$ cat src/rtl/snc_pkg.sv
package snc_pkg;
  typedef enum logic [2:0] {
    ST_IDLE,
    ST_BUS_RD,
    ST_WAIT_RD,
    ST_BUS_WR,
    ST_RSP
  } snc_state_e;
endpackage

$ cat src/rtl/snc_snoop_filter.sv
module snc_snoop_filter #(
  parameter int ADDR_W    = 16,
  parameter int INDEX_W   = 3,
  parameter int ID_W      = 2,
  parameter int MASTER_ID = 1
) (
  input  logic                      snp_valid,
  input  logic [ADDR_W-1:0]         snp_addr,
  input  logic [ID_W-1:0]           snp_id,
  output logic                      sn_en,
  output logic [INDEX_W-1:0]        sn_idx,
  output logic [ADDR_W-INDEX_W-1:0] sn_tag
);
  // only writes by other agents can make a local copy stale
  assign sn_en  = snp_valid && (snp_id != ID_W'(MASTER_ID));
  assign sn_idx = snp_addr[INDEX_W-1:0];
  assign sn_tag = snp_addr[ADDR_W-1:INDEX_W];
endmodule

$ cat src/rtl/snc_line_store.sv
module snc_line_store #(
  parameter int INDEX_W = 3,
  parameter int TAG_W   = 13,
  parameter int DATA_W  = 32
) (
  input  logic               clk,
  input  logic               rst_n,
  input  logic [INDEX_W-1:0] lk_idx,
  output logic               lk_valid,
  output logic [TAG_W-1:0]   lk_tag,
  output logic [DATA_W-1:0]  lk_data,
  input  logic               wr_en,
  input  logic [INDEX_W-1:0] wr_idx,
  input  logic [TAG_W-1:0]   wr_tag,
  input  logic [DATA_W-1:0]  wr_data,
  input  logic               sn_en,
  input  logic [INDEX_W-1:0] sn_idx,
  input  logic [TAG_W-1:0]   sn_tag
);
  localparam int LINES = 1 << INDEX_W;

  logic [LINES-1:0]             valid_all;
  logic [LINES-1:0][TAG_W-1:0]  tag_all;
  logic [LINES-1:0][DATA_W-1:0] data_all;

  for (genvar i = 0; i < LINES; i++) begin : g_line
    logic              valid_r;
    logic [TAG_W-1:0]  tag_r;
    logic [DATA_W-1:0] data_r;
    logic              wr_here, sn_here;

    assign wr_here = wr_en && (wr_idx == INDEX_W'(i));
    assign sn_here = sn_en && (sn_idx == INDEX_W'(i));

    // the invalidate outranks a write only when it targets the same tag
    always_ff @(posedge clk) begin
      if (!rst_n) begin
        valid_r <= 1'b0;
      end else if (wr_here) begin
        valid_r <= !(sn_here && (sn_tag == wr_tag));
      end else if (sn_here && (tag_r == sn_tag)) begin
        valid_r <= 1'b0;
      end
    end

    always_ff @(posedge clk) begin
      if (wr_here) begin
        tag_r  <= wr_tag;
        data_r <= wr_data;
      end
    end

    assign valid_all[i] = valid_r;
    assign tag_all[i]   = tag_r;
    assign data_all[i]  = data_r;
  end

  assign lk_valid = valid_all[lk_idx];
  assign lk_tag   = tag_all[lk_idx];
  assign lk_data  = data_all[lk_idx];

  logic sn_hit;
  assign sn_hit = valid_all[sn_idx] && (tag_all[sn_idx] == sn_tag);

  assert_snoop_invalidates_R5: assert property (@(posedge clk) disable iff (!rst_n)
    (sn_en && sn_hit && !(wr_en && (wr_idx == sn_idx) && (wr_tag != sn_tag)))
    |=> !valid_all[$past(sn_idx)]);

  assert_race_same_tag_R8: assert property (@(posedge clk) disable iff (!rst_n)
    (wr_en && sn_en && (wr_idx == sn_idx) && (wr_tag == sn_tag))
    |=> !valid_all[$past(wr_idx)]);

  assert_fill_lands_R3: assert property (@(posedge clk) disable iff (!rst_n)
    (wr_en && !(sn_en && (sn_idx == wr_idx) && (sn_tag == wr_tag)))
    |=> (valid_all[$past(wr_idx)] && (tag_all[$past(wr_idx)] == $past(wr_tag))));
endmodule

$ cat src/rtl/snc_ctrl.sv
module snc_ctrl
  import snc_pkg::*;
#(
  parameter int ADDR_W  = 16,
  parameter int DATA_W  = 32,
  parameter int INDEX_W = 3
) (
  input  logic                      clk,
  input  logic                      rst_n,
  input  logic                      cpu_req_valid,
  output logic                      cpu_req_ready,
  input  logic                      cpu_req_we,
  input  logic [ADDR_W-1:0]         cpu_req_addr,
  input  logic [DATA_W-1:0]         cpu_req_wdata,
  output logic                      cpu_rsp_valid,
  input  logic                      cpu_rsp_ready,
  output logic [DATA_W-1:0]         cpu_rsp_rdata,
  output logic [INDEX_W-1:0]        lk_idx,
  input  logic                      lk_valid,
  input  logic [ADDR_W-INDEX_W-1:0] lk_tag,
  input  logic [DATA_W-1:0]         lk_data,
  output logic                      wr_en,
  output logic [INDEX_W-1:0]        wr_idx,
  output logic [ADDR_W-INDEX_W-1:0] wr_tag,
  output logic [DATA_W-1:0]         wr_data,
  output logic                      bus_req_valid,
  input  logic                      bus_req_ready,
  output logic                      bus_req_we,
  output logic [ADDR_W-1:0]         bus_req_addr,
  output logic [DATA_W-1:0]         bus_req_wdata,
  input  logic                      bus_rsp_valid,
  input  logic [DATA_W-1:0]         bus_rsp_rdata
);
  snc_state_e        st_q, st_d;
  logic [ADDR_W-1:0] addr_q;
  logic [DATA_W-1:0] data_q;
  logic              accept, hit, fill, upd;

  assign cpu_req_ready = (st_q == ST_IDLE);
  assign accept        = cpu_req_valid && cpu_req_ready;
  assign lk_idx        = cpu_req_addr[INDEX_W-1:0];
  assign hit           = lk_valid && (lk_tag == cpu_req_addr[ADDR_W-1:INDEX_W]);

  always_comb begin
    st_d = st_q;
    case (st_q)
      ST_IDLE: if (accept) begin
        if (cpu_req_we)  st_d = ST_BUS_WR;
        else if (hit)    st_d = ST_RSP;
        else             st_d = ST_BUS_RD;
      end
      ST_BUS_RD:  if (bus_req_ready) st_d = ST_WAIT_RD;
      ST_WAIT_RD: if (bus_rsp_valid) st_d = ST_RSP;
      ST_BUS_WR:  if (bus_req_ready) st_d = ST_IDLE;
      ST_RSP:     if (cpu_rsp_ready) st_d = ST_IDLE;
      default:    st_d = ST_IDLE;
    endcase
  end

  always_ff @(posedge clk) begin
    if (!rst_n) st_q <= ST_IDLE;
    else        st_q <= st_d;
  end

  // data_q carries write data to the bus, or read data to the processor
  always_ff @(posedge clk) begin
    if (accept) begin
      addr_q <= cpu_req_addr;
      data_q <= cpu_req_we ? cpu_req_wdata : lk_data;
    end else if (fill) begin
      data_q <= bus_rsp_rdata;
    end
  end

  assign fill    = (st_q == ST_WAIT_RD) && bus_rsp_valid;
  assign upd     = accept && cpu_req_we && hit;
  assign wr_en   = fill || upd;
  assign wr_idx  = fill ? addr_q[INDEX_W-1:0]      : cpu_req_addr[INDEX_W-1:0];
  assign wr_tag  = fill ? addr_q[ADDR_W-1:INDEX_W] : cpu_req_addr[ADDR_W-1:INDEX_W];
  assign wr_data = fill ? bus_rsp_rdata            : cpu_req_wdata;

  assign bus_req_valid = (st_q == ST_BUS_RD) || (st_q == ST_BUS_WR);
  assign bus_req_we    = (st_q == ST_BUS_WR);
  assign bus_req_addr  = addr_q;
  assign bus_req_wdata = data_q;
  assign cpu_rsp_valid = (st_q == ST_RSP);
  assign cpu_rsp_rdata = data_q;

  assert_busy_blocks_R9: assert property (@(posedge clk) disable iff (!rst_n)
    bus_req_valid |-> !cpu_req_ready);

  assert_write_through_R4: assert property (@(posedge clk) disable iff (!rst_n)
    (cpu_req_valid && cpu_req_ready && cpu_req_we)
    |=> (bus_req_valid && bus_req_we && (bus_req_addr == $past(cpu_req_addr))
         && (bus_req_wdata == $past(cpu_req_wdata))));

  assert_miss_reads_R3: assert property (@(posedge clk) disable iff (!rst_n)
    (cpu_req_valid && cpu_req_ready && !cpu_req_we && !hit)
    |=> (bus_req_valid && !bus_req_we && (bus_req_addr == $past(cpu_req_addr))));

  assert_bus_hold_R10: assert property (@(posedge clk) disable iff (!rst_n)
    (bus_req_valid && !bus_req_ready)
    |=> (bus_req_valid && $stable(bus_req_we) && $stable(bus_req_addr) && $stable(bus_req_wdata)));

  assert_rsp_hold_R10: assert property (@(posedge clk) disable iff (!rst_n)
    (cpu_rsp_valid && !cpu_rsp_ready) |=> (cpu_rsp_valid && $stable(cpu_rsp_rdata)));
endmodule

$ cat src/rtl/snc_cache_top.sv
module snc_cache_top #(
  parameter int ADDR_W    = 16,
  parameter int DATA_W    = 32,
  parameter int INDEX_W   = 3,
  parameter int ID_W      = 2,
  parameter int MASTER_ID = 1
) (
  input  logic              clk,
  input  logic              rst_n,
  input  logic              cpu_req_valid,
  output logic              cpu_req_ready,
  input  logic              cpu_req_we,
  input  logic [ADDR_W-1:0] cpu_req_addr,
  input  logic [DATA_W-1:0] cpu_req_wdata,
  output logic              cpu_rsp_valid,
  input  logic              cpu_rsp_ready,
  output logic [DATA_W-1:0] cpu_rsp_rdata,
  output logic              bus_req_valid,
  input  logic              bus_req_ready,
  output logic              bus_req_we,
  output logic [ADDR_W-1:0] bus_req_addr,
  output logic [DATA_W-1:0] bus_req_wdata,
  output logic [ID_W-1:0]   bus_req_id,
  input  logic              bus_rsp_valid,
  input  logic [DATA_W-1:0] bus_rsp_rdata,
  input  logic              snp_valid,
  input  logic [ADDR_W-1:0] snp_addr,
  input  logic [ID_W-1:0]   snp_id
);
  localparam int TAG_W = ADDR_W - INDEX_W;

  logic [INDEX_W-1:0] lk_idx, wr_idx, sn_idx;
  logic               lk_valid, wr_en, sn_en;
  logic [TAG_W-1:0]   lk_tag, wr_tag, sn_tag;
  logic [DATA_W-1:0]  lk_data, wr_data;

  assign bus_req_id = ID_W'(MASTER_ID);

  snc_snoop_filter #(
    .ADDR_W(ADDR_W), .INDEX_W(INDEX_W), .ID_W(ID_W), .MASTER_ID(MASTER_ID)
  ) u_filter (
    .snp_valid(snp_valid), .snp_addr(snp_addr), .snp_id(snp_id),
    .sn_en(sn_en), .sn_idx(sn_idx), .sn_tag(sn_tag)
  );

  snc_line_store #(
    .INDEX_W(INDEX_W), .TAG_W(TAG_W), .DATA_W(DATA_W)
  ) u_store (
    .clk(clk), .rst_n(rst_n),
    .lk_idx(lk_idx), .lk_valid(lk_valid), .lk_tag(lk_tag), .lk_data(lk_data),
    .wr_en(wr_en), .wr_idx(wr_idx), .wr_tag(wr_tag), .wr_data(wr_data),
    .sn_en(sn_en), .sn_idx(sn_idx), .sn_tag(sn_tag)
  );

  snc_ctrl #(
    .ADDR_W(ADDR_W), .DATA_W(DATA_W), .INDEX_W(INDEX_W)
  ) u_ctrl (
    .clk(clk), .rst_n(rst_n),
    .cpu_req_valid(cpu_req_valid), .cpu_req_ready(cpu_req_ready),
    .cpu_req_we(cpu_req_we), .cpu_req_addr(cpu_req_addr), .cpu_req_wdata(cpu_req_wdata),
    .cpu_rsp_valid(cpu_rsp_valid), .cpu_rsp_ready(cpu_rsp_ready), .cpu_rsp_rdata(cpu_rsp_rdata),
    .lk_idx(lk_idx), .lk_valid(lk_valid), .lk_tag(lk_tag), .lk_data(lk_data),
    .wr_en(wr_en), .wr_idx(wr_idx), .wr_tag(wr_tag), .wr_data(wr_data),
    .bus_req_valid(bus_req_valid), .bus_req_ready(bus_req_ready), .bus_req_we(bus_req_we),
    .bus_req_addr(bus_req_addr), .bus_req_wdata(bus_req_wdata),
    .bus_rsp_valid(bus_rsp_valid), .bus_rsp_rdata(bus_rsp_rdata)
  );
endmodule

$ cat config.mk
export PLATFORM = sky130hd
export DESIGN_NAME = snc_cache_top
export DESIGN_NICKNAME = d
export VERILOG_FILES = /design/src/rtl/snc_pkg.sv /design/src/rtl/snc_snoop_filter.sv /design/src/rtl/snc_line_store.sv /design/src/rtl/snc_ctrl.sv /design/src/rtl/snc_cache_top.sv
export SDC_FILE = /design/constraint.sdc
export NUM_CORES = 1
export LEC_CHECK = 0
export BUFFER_PORTS_ARGS = -buffer_cell sky130_fd_sc_hd__buf_2
export CAP_MARGIN = 30
export CORE_UTILIZATION = 30
export CTS_CLUSTER_DIAMETER = 40
export DETAILED_ROUTE_END_ITERATION = 16
export HOLD_SLACK_MARGIN = 0.12
export PLACE_DENSITY_LB_ADDON = 0.2
export SLEW_MARGIN = 20
export SYNTH_ARGS = -nofsm -noshare
export SYNTH_HDL_FRONTEND = slang
export SYNTH_SLANG_ARGS = --single-unit
$ cat constraint.sdc
create_clock -name clk -period 5.3 [get_ports clk]
set_input_delay 0.53 -clock clk [delete_from_list [all_inputs] [get_ports clk]]
set_output_delay 0.53 -clock clk [all_outputs]
set_load 0.03 [all_outputs]
== After elaboration in Yosys (flattened, before gate mapping) ==
Index checks and enable logic that the tools add are counted.

* Add/sub/neg operators: 0
* Multipliers: 0
* Div/mod/pow operators: 0
* Order comparisons: 1
* Eq/ne operators: 34
* Shift operators: 0
* Muxes and demuxes: 36
* Bitwise operators: 0
* Reductions and logical operators: 61

{| class="wikitable"
|+ Operator list
! operator !! count
|-
| 32-bit 2-to-1 mux || 5
|-
| 13-bit == test || 10
|-
| 32-bit binary-select mux with 3-bit select || 1
|-
| 13-bit binary-select mux with 3-bit select || 1
|-
| 1-bit logical AND || 38
|-
| 3-bit == test (second input constant) || 9
|-
| 13-bit 2-to-1 mux || 2
|-
| 3-bit 2-to-1 mux || 8
|-
| 3-bit by 2-bit == test with 1-bit output (second input constant) || 6
|-
| 2-bit nonzero test || 9
|-
| 1-bit 2-to-1 mux || 17
|-
| 3-bit one-hot mux with 5 select lines || 1
|-
| 3-bit by 1-bit == test with 1-bit output (second input constant) || 3
|-
| 3-bit logical NOT || 3
|-
| 1-bit logical NOT || 8
|-
| 2-bit != test (second input constant) || 4
|-
| 5-bit AND reduction || 1
|-
| 3-bit by 4-bit < comparator with 1-bit output (second input constant) || 1
|-
| 2-bit by 1-bit != test with 1-bit output (second input constant) || 2
|-
| 1-bit binary-select mux with 3-bit select || 1
|-
| 1-bit logical OR || 2
|}

* Flip-flop bits (word level): 419
* Latch bits: 0
* RAM bits: 0
* Memory bits (read-only): 0
* Input port bits: 106
* Output and inout port bits: 86
* Logic and storage cells: 159
* Memories kept: 0

== Logic depth before layout (Yosys ltp) ==
Gate-level depths: netlist of the first run.

* Depth after elaboration: 8
* Depth in mapped cells: 11
* Mapped depth without buffers: 8

== By module ==
A second synthesis of the first run with hierarchy kept.

* Cells, all modules: 1066
* Area, all modules: 19137.1 sq um

{| class="wikitable"
|+ Modules (own cells, without submodules)
! module !! times used !! cells an instance !! area an instance (sq um) !! sequential area each (sq um)
|-
| snc_line_store || 1 || 747 || 15388.5 || 10970.5
|-
| snc_ctrl || 1 || 297 || 3594.7 || 1501.4
|-
| snc_snoop_filter || 1 || 18 || 131.4 || 0.0
|-
| snc_cache_top || 1 || 4 || 22.5 || 0.0
|}

== Worst setup path before layout of the first run ==
No wires, ideal clock.

* Path type: input to register
* Start: in cpu_req_addr[1]
* End: reg u_store.g_line[5].data_r[0], enable pin
* Library setup time: 451 ps
* Data arrival time: 4205 ps
* Data required time: 4849 ps
* Setup slack: 645 ps
* Stages: 9
* Buffers on the path: 2
* Cells stage by stage: buf_2 buf_2 mux4_2 mux2i_1 xor2_1 o221ai_1 nor4_4 a22oi_2 nor2_1

* Cells in the longest elaborated chain, start to end: 7
* Elaborated cells between the ends (all ways): 11
* Classes of those cells: eq/ne: 2; mux: 5; reduce/logical: 4

{| class="wikitable"
|+ RTL lines
! what !! line !! source
|-
| start: declaration || snc_cache_top.sv:13 || <nowiki>input logic [ADDR_W-1:0] cpu_req_addr,</nowiki>
|-
| 13-bit binary-select mux with 3-bit select || snc_line_store.sv:59 || <nowiki>assign lk_tag = tag_all[lk_idx];</nowiki>
|-
| 13-bit 2-to-1 mux (not written as such) || snc_line_store.sv:59 ||
|-
| 13-bit == test || snc_ctrl.sv:42 || <nowiki>assign hit = lk_valid && (lk_tag == cpu_req_addr[ADDR_W-1:INDEX_W]);</nowiki>
|-
| 1-bit logical AND || snc_ctrl.sv:42 ||
|-
| 1-bit logical AND || snc_ctrl.sv:76 || <nowiki>assign upd = accept && cpu_req_we && hit;</nowiki>
|-
| 1-bit logical OR || snc_ctrl.sv:77 || <nowiki>assign wr_en = fill || upd;</nowiki>
|-
| 1-bit logical AND (*) || snc_line_store.sv:32 || <nowiki>assign wr_here = wr_en && (wr_idx == INDEX_W'(i));</nowiki>
|-
| net u_store.g_line[5].wr_here || snc_line_store.sv:30 || <nowiki>logic wr_here, sn_here;</nowiki>
|-
| end signal: assignment || snc_line_store.sv:49 || <nowiki>data_r <= wr_data;</nowiki>
|-
| end: declaration || snc_line_store.sv:29 || <nowiki>logic [DATA_W-1:0] data_r;</nowiki>
|}

Mark *: on every way through the listed nets, which the timed path passes. The rest lies on a longest branch. The select of a mux whose other input is x is not followed.
A chain may end at the register's enable or synchronous reset.

== Worst setup path after layout of the first run ==
* Start: reg u_ctrl.st_q[1]
* End: reg u_store.g_line[2].valid_r

* Cells in the longest elaborated chain, start to end: 7
* Elaborated cells between the ends (all ways): 16
* Classes of those cells: eq/ne: 3; mux: 3; reduce/logical: 10

{| class="wikitable"
|+ RTL lines
! what !! line !! source
|-
| start: declaration || snc_ctrl.sv:34 || <nowiki>snc_state_e st_q, st_d;</nowiki>
|-
| start signal: assignment || snc_ctrl.sv:62 || <nowiki>else st_q <= st_d;</nowiki>
|-
| 3-bit by 2-bit == test with 1-bit output || snc_ctrl.sv:75 || <nowiki>assign fill = (st_q == ST_WAIT_RD) && bus_rsp_valid;</nowiki>
|-
| 1-bit logical AND || snc_ctrl.sv:75 ||
|-
| 13-bit 2-to-1 mux || snc_ctrl.sv:79 || <nowiki>assign wr_tag = fill ? addr_q[ADDR_W-1:INDEX_W] : cpu_req_addr[ADDR_W-1:INDEX_W];</nowiki>
|-
| net u_ctrl.wr_tag[10] || snc_ctrl.sv:24 || <nowiki>output logic [ADDR_W-INDEX_W-1:0] wr_tag,</nowiki>
|-
| 13-bit == test || snc_line_store.sv:40 || <nowiki>valid_r <= !(sn_here && (sn_tag == wr_tag));</nowiki>
|-
| 1-bit logical AND || snc_line_store.sv:40 ||
|-
| 1-bit logical NOT || snc_line_store.sv:40 ||
|-
| 1-bit 2-to-1 mux || snc_line_store.sv:39 || <nowiki>end else if (wr_here) begin</nowiki>
|-
| end signal: assignment || snc_line_store.sv:40 ||
|-
| end: declaration || snc_line_store.sv:27 || <nowiki>logic valid_r;</nowiki>
|}

The timed path passes the listed nets, and every way through them passes these cells.

==> results.yml, run 1 <==
cells_and_area:
  finalNonFillerCells: 2271
  drive_gt1_share_pct: 30.8
  stdcell_area_mm2: 0.0230
  n_antenna_cell: 0
  syn_to_final_growth_pct: 22.9
  nets: 1483
worst_setup_path:
  critPathCaptureType: "register"
  critPathKind: "reg -> reg"
  start_kind: "register"
  r2r_slack_ps: 1790
  rr_worst_depth: 9
  r2r_start: "u_ctrl.st_q[1]"
  r2r_end: "u_store.g_line[2].valid_r"
  arrival_ps: 3950
  critPathCapture: "u_store.g_line[2].valid_r"
  crit_fanout: 16
  required_ps: 5740
  worstSetupStartpoint: "u_ctrl.st_q[1]"
placed_design:
  postPlaceCellArea_mm2: 0.0205
  place_congestion: 0.852
  dp_hpwl_um: 34100
  io_buffers: 189
  numPlacedInstances: 2137
  pre_cts_slack_ps: 1320
power_and_ir_drop:
  leakagePower_nw: 8.17
  power_w: 0.00944
  power.density_mw_per_mm2: 410
  vdd_ir_drop_max_mv: 0.212
timing:
  timing.final.crit_share_pct: 66.3
  slew_violations: 0
  setup_tns_ps: 0
  rsz0062_at_grt: "no"
  fin_crit_ps: 3510
  slew_headroom_pct: 47.7
  fmax_mhz: 285
  hold_violations: 0
  setup_violations: 0
  setup_ws_ps: 1790
  fin_skew_ps: 38.3
  worst_slew_pin_slew_ps: 785
logic_synthesis:
  synthTopCellsByArea: "edfxtp_1, mux4_2, xor2_1"
  ys_warn_count: 0
  avgSynthCellArea_um2: 15.7
  synth_top_area_cell: "edfxtp_1"
  syn-cell-area_mm2: 0.0187
  async_flop_share_pct: 0
  syn-num-nets: 1295
  netlist_instances: 1189
  synth.distinct_cells: 50
  ys_seq_elements: 419
  synth-main-ff-cell: "edfxtp_1"
  synth_commonest_cells: "edfxtp_1, nand2_1, xor2_1"
  yosys.area.top_type_share_pct: 65.4
  synth_seq_area_share_pct: 66.6
  yosysMostFrequentCell: "edfxtp_1"
  synth-edff-count: 408
floorplanning:
  core_area_mm2: 0.0617
  die_w_um: 252
  num_rows: 91
  dieArea_mm2: 0.0634
  die_y_um: 252
  initial_core_util_pct: 30.3
  ios: 192
cts:
  clkLatencyLatePin_ps: 600
  clk_path_buf_depth: 3
  cts_htree_levels: 3
  path_clk_slew_ps: 50
  hold_buffers: 0
  cts_tree: "yes"
  postCtsSetupBuffers: 0
  numCtsBuffers: 73
  clock_sinks: 419
  cts_repair_resize_count: 0
  cts_root_buffer: "clkbuf_16"
global_routing:
  grt_overflow: 0
  grtUsageTotal_pct: 16.5
  grt_pass1_vias: 11200
  grt_pass1_wl_um: 76200
  grt_antenna_before_repair: 2
  grt_start_max_net_pins: 67
routing:
  firstDrtPassIters: 5
  routed_wl_um: 52000
  dr.first_iter.drc_count: 833
  drc: 0
  post_drt_wl_per_cell_um: 22.9
  viasPerCell: 4.82
  ant_nets: 0
  dr_total_vias: 11000
outcome:
  status: "finished clean"
hold_path:
  min_path_type: "in -> reg"
  hold_start: "cpu_req_addr[10]"
flow_run:
  drv_cap: 0
[worst max-delay path, stage by stage (launching register included)]
cell,delay (ps)
dfxtp_1,500
and4bb_2,690
buf_16,230
mux2_2,440
xnor2_1,360
and4b_1,260
nand4b_1,160
or3_1,450
o21ai_0,190
mux2i_1,90
[worst min path at each step]
stage / end / cells after the start
2_1_floorplan: u_store.g_line[2].valid_r / 2
3_3_place_gp: u_store.g_line[7].valid_r / 2
3_5_place_dp: u_store.g_line[7].valid_r / 2
4_1_cts: u_ctrl.bus_req_addr[10] / 1
5_1_grt: u_ctrl.bus_req_addr[10] / 1
6_report: u_ctrl.bus_req_addr[10] / 1
[kinds of logic after synthesis]
| kind of cell | after synthesis | share of synthesized area (%) |
|---|---|---|
| AO/OA/AOI/OAI | 113 | 3.54 |
| XOR/XNOR | 124 | 5.80 |
| buffers and inverters | 114 | 3.31 |
| flip-flops | 419 | 66.6 |
| multiplexers | 160 | 14.5 |
| other | 2 | 0.0401 |
| AND/OR/NAND/NOR | 257 | 6.22 |
[flip-flops by register name, indices dropped and copies added (netlist names)]
signal and cells:
u_ctrl.bus_req_addr 16, u_ctrl.bus_req_wdata 32, u_ctrl.st_q 3, u_store.g_line.data_r 256
u_store.g_line.valid_r 8, u_store.g_line.tag_r 104
[final cells by class]
cell class                      instances  area, µm²
Multi-Input combinational cell        656       5700
Clock inverter                         50        542
Inverter                               13       48.8
Tap cell                              837       1050
Fill cell                            5881      38700
Clock buffer                           82       1900
Sequential cell                       419      12500
Timing Repair Buffer                  214       1290
[cell usage in the layout, fill, tap and decap left out, drive strengths merged, types with 3 or more instances in the layout]
cell type / synthesis / routed
a21oi: 37 / 37
a22oi: 7 / 7
a31oi: 4 / 4
and3: 4 / 4
buf: 67 / 214
bufinv: 0 / 6
clkbuf: 34 / 82
clkinv: 0 / 24
clkinvlp: 0 / 9
dfxtp: 11 / 11
edfxtp: 408 / 408
inv: 13 / 24
mux2: 11 / 11
mux2i: 63 / 63
mux4: 86 / 86
nand2: 138 / 138
nand2b: 7 / 7
nand4: 10 / 10
nor2: 50 / 50
nor2b: 7 / 7
nor3: 3 / 3
nor3b: 4 / 4
nor4: 26 / 26
o21ai: 46 / 46
o311ai: 8 / 8
xnor2: 3 / 3
xor2: 121 / 121
[per-stage QoR]
stage	util [%]	hold slack [ps]
6_report	37.3	184
5_1_grt	37.3	176
4_1_cts	37.2	165
3_5_place_dp	33.3	489
3_3_place_gp	33.1	498
2_1_floorplan	-	468
[per-layer routing]
layer	track usage, %	part of all wire (%)	up-vias
met5	0	0.025	-
met2	25.2	45	319
li1	-	-	4905
met1	23.4	47	5648
met3	2.90	4.8	83
met4	6.18	2.6	2
[report_power, final]
group | leakage, nW | internal (W) | switching, W | total [W]
clock network | 1.17 | 0.00293 | 0.00171 | 0.00463
registers | 3.79 | 0.00379 | 0.0000476 | 0.00384
logic | 3.21 | 0.000288 | 0.000678 | 0.000966
Note: power is estimated with default switching activity, not from simulation.
==> inputs of run 2 (changes only) <==
==> constraint.sdc (replaced) <==
create_clock -name clk -period 3.2 [get_ports clk]
set_input_delay 0.32 -clock clk [delete_from_list [all_inputs] [get_ports clk]]
set_output_delay 0.32 -clock clk [all_outputs]
set_load 0.03 [all_outputs]
==> results.yml, run 2 (synthesis results as in run 1) <==
cells_and_area:
  drive_gt1_share_pct: 31.0
  nets: 1592
  final_cell_mix: "edfxtp_1, buf_2, nand2_1, xor2_1, mux4_2"
  layout_commonest_cell: "edfxtp_1"
  top_register: "u_store.g_line.data_r"
  n_antenna_cell: 0
  syn_to_final_growth_pct: 29.1
  largest_reg_flops: 256
timing:
  rsz0062_at_grt: "no"
  hold_slack_ps: 151
  fin_skew_ps: 23.0
  setup_violations: 0
  worst_slew_pin_slew_ps: 943
  slew_headroom_pct: 37.2
  slew_violations: 0
  setup_ws_ps: 170
  timing.final.crit_share_pct: 94.7
  fmax_mhz: 330
  hold_violations: 0
  fin_crit_ps: 3030
worst_setup_path:
  critPathKind: "reg -> reg"
  critPathCaptureType: "register"
  crit_fanout: 23
  required_ps: 3480
  arrival_ps: 3310
  r2r_slack_ps: 170
  start_kind: "register"
routing:
  viasPerCell: 4.77
  dr_total_vias: 11300
  firstDrtPassIters: 5
  post_drt_wl_per_cell_um: 21.6
  dr.first_iter.drc_count: 769
  routed_wl_um: 51400
  drc: 0
  ant_nets: 0
floorplanning:
  die_y_um: 252
  dieArea_mm2: 0.0634
  initial_core_util_pct: 30.3
  core_area_mm2: 0.0617
  num_rows: 91
  die_w_um: 252
  ios: 192
flow_run:
  drv_cap: 0
cts:
  cts_root_buffer: "clkbuf_16"
  cts_htree_levels: 3
  clk_path_buf_depth: 3
  path_clk_slew_ps: 60
  clock_sinks: 419
  clkLatencyLatePin_ps: 600
  numCtsBuffers: 69
  cts_tree: "yes"
placed_design:
  io_buffers: 189
  place_congestion: 0.849
  dp_hpwl_um: 34700
  pre_cts_slack_ps: -91.1
power_and_ir_drop:
  leakagePower_nw: 8.74
  power.density_mw_per_mm2: 666
  vdd_ir_drop_max_mv: 0.405
global_routing:
  grt_start_max_net_pins: 67
  grtUsageTotal_pct: 16.2
  grt_antenna_before_repair: 3
  grt_overflow: 0
  grt_pass1_wl_um: 75400
  grt_pass1_vias: 11600
hold_path:
  min_path_type: "in -> reg"
outcome:
  status: "finished clean"
==> run 2: cell types whose count changed in the layout (fill, tap and decap cells not counted), sizes merged <==
cell,previous run,this run
dlygate4sd3,0,77
buf,214,250
clkbuf,82,70
bufinv,6,13
clkinvlp,9,4
inv,24,28
clkinv,24,23
==> run 2: final cells by class <==
class / instances / area, µm²
clock buffers: 70 / 1730
flip-flops and latches: 419 / 12500
fillers: 5806 / 37500
clock inverters: 55 / 777
well taps: 837 / 1050
multi-input cells: 656 / 5700
repair buffers: 327 / 2390
inverters: 13 / 48.8
==> run 2: path summary, 6_finish.rpt <==
path | depth (start not counted) | start | endpoint
worst min-delay path | 3 | cpu_req_wdata[27] | u_ctrl.bus_req_wdata[27]
worst max register to register | 9 | u_store.g_line[6].tag_r[10] | u_store.g_line[6].data_r[19]
worst max-delay path | 9 | u_store.g_line[6].tag_r[10] | u_store.g_line[6].data_r[19]
worst min register to register | 2 | u_store.g_line[0].valid_r | u_store.g_line[0].valid_r
==> run 2: metal layers <==
metal	share of wire, %	vias to the layer above	track usage (%)
li1	-	5141	-
met1	46	5806	22.3
met2	46	323	25.5
met3	5.3	74	3.20
met4	2.4	2	5.73
met5	0.033	-	0
==> run 2: repair_timing <==
action	CTS	global route
endpoints found under the setup margin	0	27
setup buffers	0	1
endpoints found under the hold margin	47	0
resized for setup	0	1
hold buffers	77	0
==> run 2: critical path, cell delays in order, from the launching register on <==
cell	delay (ps)
edfxtp_1	430
mux4_2	480
mux2i_1	180
xor2_1	300
nand4_1	200
nor4_4	280
buf_4	180
a22oi_2	150
nor2_4	260
buf_12	220
==> run 2: metrics by stage <==
stage | setup TNS [ps] | utilization, % | power, W | instances | cell area (µm²)
5_1_grt | 0 | 39.2 | 0.0166 | 2377 | 24200
3_5_place_dp | -12880 | 33.8 | 0.00810 | 2174 | 20900
6_report | 0 | 39.2 | 0.0161 | 2377 | 24200
4_1_cts | 0 | 39.1 | 0.0163 | 2376 | 24200
3_3_place_gp | -6060 | 33.8 | 0.00810 | 2174 | 20900
2_1_floorplan | -158380 | - | 0.00756 | 1189 | 18700
==> run 2: report_power, final <==
| part | switching, W | total (W) | internal, W |
|---|---|---|---|
| Clock | 0.00286 | 0.00799 | 0.00513 |
| Sequential | 0.0000706 | 0.00635 | 0.00628 |
| Combinational | 0.00114 | 0.00175 | 0.000608 |
